===== config.mk =====
export PLATFORM = sky130hd
export DESIGN_NAME = ddr_wr_drive
export DESIGN_NICKNAME = d
export VERILOG_FILES = /design/src/rtl/ddrw_pkg.sv /design/src/rtl/ddrw_burst_ctl.sv /design/src/rtl/ddrw_phase_gen.sv /design/src/rtl/ddrw_data_lane.sv /design/src/rtl/ddr_wr_drive.sv
export SDC_FILE = /design/constraint.sdc
export NUM_CORES = 1
export LEC_CHECK = 0
export BUFFER_PORTS_ARGS = -buffer_cell sky130_fd_sc_hd__buf_2
export CAP_MARGIN = 30
export CORE_MARGIN = 2
export CORE_UTILIZATION = 50
export CTS_BUF_LIST = sky130_fd_sc_hd__clkbuf_8
export DETAILED_ROUTE_END_ITERATION = 8
export GPL_ROUTABILITY_DRIVEN = 1
export PLACE_DENSITY = 0.79
export SLEW_MARGIN = 0
export SYNTH_ARGS = -nofsm -noshare
export SYNTH_HDL_FRONTEND = slang
export SYNTH_HIERARCHICAL = 1
export SYNTH_SLANG_ARGS = --single-unit

===== constraint.sdc =====
create_clock -name clk -period 1.4 [get_ports clk]
set_input_delay 0.07 -clock clk [delete_from_list [all_inputs] [get_ports clk]]
set_output_delay 0.07 -clock clk [all_outputs]
set_load 0.01 [all_outputs]

===== src/rtl/ddrw_pkg.sv =====
package ddrw_pkg;

  typedef enum logic [1:0] {
    BLEN_2  = 2'd0,
    BLEN_4  = 2'd1,
    BLEN_8  = 2'd2,
    BLEN_8B = 2'd3
  } blen_e;

  // number of data cycles (element pairs) for a length code
  function automatic int pairs_for(input logic [1:0] code);
    case (blen_e'(code))
      BLEN_2:  pairs_for = 1;
      BLEN_4:  pairs_for = 2;
      default: pairs_for = 4;
    endcase
  endfunction

endpackage


===== src/rtl/ddrw_burst_ctl.sv =====
module ddrw_burst_ctl
  import ddrw_pkg::*;
#(
  parameter int MAX_PAIRS = 4,
  localparam int CNT_W = $clog2(MAX_PAIRS + 1)
) (
  input  logic       clk,
  input  logic       rst_n,
  input  logic       wr_cmd,
  input  logic [1:0] bl_sel,
  output logic       lead_o,
  output logic       data_o,
  output logic       tail_o,
  output logic       pull_o
);

  logic             lead_q, lead_n;
  logic [CNT_W-1:0] pend_q, pend_n;
  logic [CNT_W-1:0] rem_q,  rem_n;
  logic             tail_q, tail_n;
  logic             pend_en;

  // next-state
  always_comb begin
    lead_n  = wr_cmd;
    pend_en = wr_cmd;
    pend_n  = CNT_W'(pairs_for(bl_sel));
    if (lead_q) begin
      rem_n = pend_q;
    end else if (rem_q != '0) begin
      rem_n = rem_q - CNT_W'(1);
    end else begin
      rem_n = '0;
    end
    tail_n = (rem_q == CNT_W'(1)) && !lead_q;
  end

  // registers
  always_ff @(posedge clk or negedge rst_n) begin
    if (!rst_n) begin
      lead_q <= 1'b0;
      pend_q <= '0;
      rem_q  <= '0;
      tail_q <= 1'b0;
    end else begin
      lead_q <= lead_n;
      if (pend_en) pend_q <= pend_n;
      rem_q  <= rem_n;
      tail_q <= tail_n;
    end
  end

  assign lead_o = lead_q;
  assign data_o = (rem_q != '0);
  assign tail_o = tail_q;
  assign pull_o = lead_q || (rem_q > CNT_W'(1));

  AST_LEAD_THEN_DATA: assert property (@(posedge clk) disable iff (!rst_n)
    lead_q |=> (rem_q != '0));
  AST_PULL_THEN_DATA: assert property (@(posedge clk) disable iff (!rst_n)
    pull_o |=> data_o);
  AST_TAIL_AFTER_LAST: assert property (@(posedge clk) disable iff (!rst_n)
    tail_q |-> ($past(rem_q) == CNT_W'(1) && rem_q == '0));

endmodule


===== src/rtl/ddrw_phase_gen.sv =====
module ddrw_phase_gen (
  input  logic       lead_i,
  input  logic       data_i,
  input  logic       tail_i,
  output logic [1:0] strobe_o,
  output logic [1:0] strobe_oe_o
);

  always_comb begin
    if (data_i) begin
      strobe_o    = 2'b01;
      strobe_oe_o = 2'b11;
    end else begin
      strobe_o    = 2'b00;
      strobe_oe_o = {lead_i, lead_i | tail_i};
    end
  end

endmodule


===== src/rtl/ddrw_data_lane.sv =====
module ddrw_data_lane #(
  parameter int DW = 8,
  localparam int PH = 2
) (
  input  logic            clk,
  input  logic            rst_n,
  input  logic            pull_i,
  input  logic            data_i,
  input  logic [PH*DW-1:0] wdata_i,
  input  logic [PH-1:0]   wmask_i,
  output logic [PH*DW-1:0] dout_o,
  output logic [PH-1:0]   dmask_o,
  output logic [PH-1:0]   dout_oe_o
);

  for (genvar p = 0; p < PH; p++) begin : g_phase
    logic [DW-1:0] el_q, el_n;
    logic          mk_q, mk_n;

    always_comb begin
      el_n = wdata_i[p*DW +: DW];
      mk_n = wmask_i[p];
    end

    always_ff @(posedge clk or negedge rst_n) begin
      if (!rst_n) begin
        el_q <= '0;
        mk_q <= 1'b0;
      end else if (pull_i) begin
        el_q <= el_n;
        mk_q <= mk_n;
      end
    end

    assign dout_o[p*DW +: DW] = data_i ? el_q : '0;
    assign dmask_o[p]         = data_i & mk_q;
    assign dout_oe_o[p]       = data_i;
  end

endmodule


===== src/rtl/ddr_wr_drive.sv =====
module ddr_wr_drive #(
  parameter int DW        = 8,
  parameter int MAX_PAIRS = 4
) (
  input  logic          clk,
  input  logic          rst_n,
  input  logic          wr_cmd,
  input  logic [1:0]    bl_sel,
  input  logic [2*DW-1:0] wdata,
  input  logic [1:0]    wmask,
  output logic          wdata_pull,
  output logic [1:0]    strobe,
  output logic [1:0]    strobe_oe,
  output logic [2*DW-1:0] dout,
  output logic [1:0]    dout_oe,
  output logic [1:0]    dmask
);

  // reset: asserted asynchronously, released on the clock
  logic [1:0] rst_sync_q;
  logic       rst_core_n;

  always_ff @(posedge clk or negedge rst_n) begin
    if (!rst_n) rst_sync_q <= 2'b00;
    else        rst_sync_q <= {rst_sync_q[0], 1'b1};
  end
  assign rst_core_n = rst_sync_q[1];

  logic lead, data, tail;

  ddrw_burst_ctl #(.MAX_PAIRS(MAX_PAIRS)) u_ctl (
    .clk    (clk),
    .rst_n  (rst_core_n),
    .wr_cmd (wr_cmd),
    .bl_sel (bl_sel),
    .lead_o (lead),
    .data_o (data),
    .tail_o (tail),
    .pull_o (wdata_pull)
  );

  ddrw_phase_gen u_phase (
    .lead_i      (lead),
    .data_i      (data),
    .tail_i      (tail),
    .strobe_o    (strobe),
    .strobe_oe_o (strobe_oe)
  );

  ddrw_data_lane #(.DW(DW)) u_lane (
    .clk       (clk),
    .rst_n     (rst_core_n),
    .pull_i    (wdata_pull),
    .data_i    (data),
    .wdata_i   (wdata),
    .wmask_i   (wmask),
    .dout_o    (dout),
    .dmask_o   (dmask),
    .dout_oe_o (dout_oe)
  );

  AST_DATA_UNDER_STROBE: assert property (@(posedge clk) disable iff (!rst_core_n)
    (dout_oe != 2'b00) |-> (strobe_oe == 2'b11 && strobe == 2'b01));
  AST_QUIET_WHEN_RELEASED: assert property (@(posedge clk) disable iff (!rst_core_n)
    (strobe_oe == 2'b00) |-> (dout_oe == 2'b00 && dmask == 2'b00));
  AST_MASK_IN_DATA_ONLY: assert property (@(posedge clk) disable iff (!rst_core_n)
    (dmask != 2'b00) |-> (dout_oe == 2'b11));
  AST_CMD_LEADS_ENABLE: assert property (@(posedge clk) disable iff (!rst_core_n)
    wr_cmd |=> (strobe_oe == 2'b11));

endmodule


==> flow_summary.json <==
{
  "yosys_warnings": 6,
  "clock_power_share": 0.206,
  "netlist.area_leader.share": 0.543,
  "violations": "negative setup slack",
  "p_per_area_nw_per_um2": 1190,
  "post-place-cells": 171,
  "numPortBuffers": 46,
  "clock_latency_ps": 260,
  "die_area_um2": 3010,
  "dpl.hpwl_um": 1710,
  "ys_seq_area_frac": 0.543,
  "clock-sinks": 28,
  "yosys_register_bits": 28,
  "fin_nets": 175,
  "synth-compound-area-share": 0.0233,
  "synthMuxAreaShare": 0.212,
  "whs_ps": 33.9,
  "power.total_uw": 1960,
  "vias": 848,
  "grt_max_degree": 21,
  "io_pins": 48,
  "cts_max_path_buffers": 2,
  "p_sw_frac": 0.270,
  "met2WireLength_um": 1100,
  "hold_violations": 0,
  "clk_pin_slew_worst_paths_ps": 80,
  "p_leak_uw": 0.000843,
  "wl_per_cell_um": 12.6,
  "grt_pass1_wl_um": 3590,
  "antenna_found_initial": 0,
  "worstPathMaxFanout": 4,
  "ant_nets": 0,
  "p_seq_frac": 0.485,
  "route.detailed.drc": 0,
  "coreArea_um2": 2450,
  "h-tree-depth": 1,
  "synth_area_leaders": "dfrtp_1, mux2_4, mux2_2, and2_1, buf_4",
  "cp-start-kind": "flop",
  "avgSynthCellArea_um2": 13.5,
  "arrival_ps": 1540,
  "final_common_cell": "buf_2",
  "numCtsBuffers": 3,
  "cts_root_buffer": "clkbuf_8",
  "cts_tree": "built",
  "fmax_mhz": 623,
  "crit_type": "flop to output port",
  "cp-end-kind": "output port",
  "synth_xor_area_frac": 0,
  "synth.distinct_cells": 23,
  "finClkSkew_ps": 3.48,
  "die_y_um": 54.8,
  "synth_nets": 121,
  "setup_slack_ps": -206,
  "nFillCells": 184,
  "synthCells": 96,
  "switchingPower_uw": 529,
  "gr-usage-all-layers": 0.170,
  "top_layer": "met4",
  "dr_wl_met3_um": 157,
  "avgViaCountPerCell": 4.76,
  "mappedNetlistArea_um2": 1290,
  "die_x_um": 54.8,
  "gp_congestion": 0.723,
  "synth_top_family_by_area": "multiplexers",
  "min_period_over_period": 1.15,
  "p_comb_frac": 0.309,
  "wirelength_um": 2240,
  "status": "finished with violations",
  "fin_crit_ps": 1610,
  "drtPass1Iterations": 4,
  "diodes": 0,
  "drive_gt1_frac": 0.581,
  "synthSimpleGateAreaFrac": 0.132,
  "ir_drop_uv": 793,
  "maxCapViolCount": 0,
  "power.internal_uw": 1430,
  "setup_viol": 24,
  "rows": 18,
  "hold_path_class": "input port to flop",
  "drt_iter0_markers": 8,
  "slew_viol_final": 0,
  "critPathRequiredTime_ps": 1330,
  "final_util": 0.672,
  "syn2layout_area_growth_pct": 27.7,
  "grt_pass1_vias": 848,
  "met1_length_um": 965,
  "layoutNonFillerInstCount": 178,
  "synth_area_leader_cell": "dfrtp_1",
  "grt.overflow.total": 0,
  "start_util": 0.526,
  "synth-adder-area-share": 0.0194,
  "final_cell_mix": "buf_2, dfrtp_1, and2_1, mux2_2, mux2_4",
  "rsz0062_at_grt": "true"
}
## cells by family (layout without fill, tap and decap cells)
family | count (synthesis) | after routing
AOI/OAI and AO/OA | 4 | 4
other | 2 | 2
DFF | 28 | 28
buffers and inverters | 12 | 64
muxes | 21 | 21
adders and majority gates | 2 | 2
and+or+nand+nor | 27 | 27
## flip-flops by register name, indices dropped and copies added (netlist names)
signal,cells
rst_sync_q,2
u_ctl/lead_o,1
u_ctl/pend_q,3
u_ctl/rem_q,3
u_ctl/tail_o,1
u_lane/g_phase.el_q,16
u_lane/g_phase.mk_q,2
## per-stage QoR
stage / setup TNS, ps / instance area, um2 / setup WS [ps]
floorplan: -1050 / 1290 / -105
global placement: 0 / 1540 / 38.9
detailed placement: -17.4 / 1540 / -10.6
CTS: -3070 / 1640 / -202
global route: -5470 / 1650 / -287
finish: -3140 / 1650 / -206
## cell usage after synthesis
library cell	n
buf_4	4
or2_2	1
clkbuf_1	1
mux2_2	11
dfrtp_1	28
o21ai_0	1
conb_1	2
or3_4	1
nand3b_1	1
a21oi_1	1
nand2_1	1
buf_12	1
nor2_1	2
a22oi_2	1
nor2_2	1
o31ai_1	1
or3_1	1
ha_1	2
buf_6	1
and2_1	18
mux2_4	10
or3b_1	1
inv_1	5
## layout make-up
cell class	instances	area (um2)	share of cell area
timing repair buffer	56	337	0.204
inverter	5	18.8	0.0114
multi-input combinational	56	514	0.312
sequential	28	701	0.425
tap	30	37.5	0.0228
clock buffer	3	41.3	0.0250
## path summary, 6_finish.rpt
kind	slack, ps	depth (start not counted)	start	end
worst max-delay path	-210	5	u_ctl/rem_q[1]$_DFF_PN0_	strobe_oe[0]
max in group asynchronous	640	1	rst_sync_q[1]$_DFF_PN0_	u_lane/g_phase[1].el_q[1]$_DFFE_PN0P_
worst min-delay path	30	2	wdata[15]	u_lane/g_phase[1].el_q[7]$_DFFE_PN0P_
worst min register to register	190	0	rst_sync_q[1]$_DFF_PN0_	u_ctl/pend_q[1]$_DFFE_PN0P_
worst max register to register	0	2	u_ctl/rem_q[1]$_DFF_PN0_	u_lane/g_phase[1].el_q[1]$_DFFE_PN0P_
min in group asynchronous	110	2	rst_n	rst_sync_q[0]$_DFF_PN0_
## what timing repair did
item / in CTS / in global routing
hold buffers: 2 / 0
pin swaps: 1 / 1
resized for setup: 8 / 1
setup buffers: 1 / 1
hold endpoints to repair: 3 / 0
setup endpoints to repair: 37 / 40
## layer usage
layer	vias to the layer above	global-route usage
met5	-	0
met4	0	0.0708
met3	2	0.0410
met2	31	0.296
met1	405	0.199
li1	410	-
## worst max-delay path, cell delays in order, from the launching register on
cell and delay [ps]:
dfrtp_1 430, nor2_2 130, ha_2 200, inv_2 50
or3_1 310, buf_2 150
## power groups by stage
| stage | registers [uW] | logic (uW) | clock network [uW] |
|---|---|---|---|
| 3_3_place_gp | 959 | 545 | 0 |
| 3_5_place_dp | 963 | 560 | 0 |
| 2_1_floorplan | 959 | 377 | 0 |
| 5_1_grt | 963 | 674 | 465 |
| 6_report | 950 | 606 | 404 |
| 4_1_cts | 951 | 603 | 426 |
Note: power is estimated with default switching activity, not from simulation.
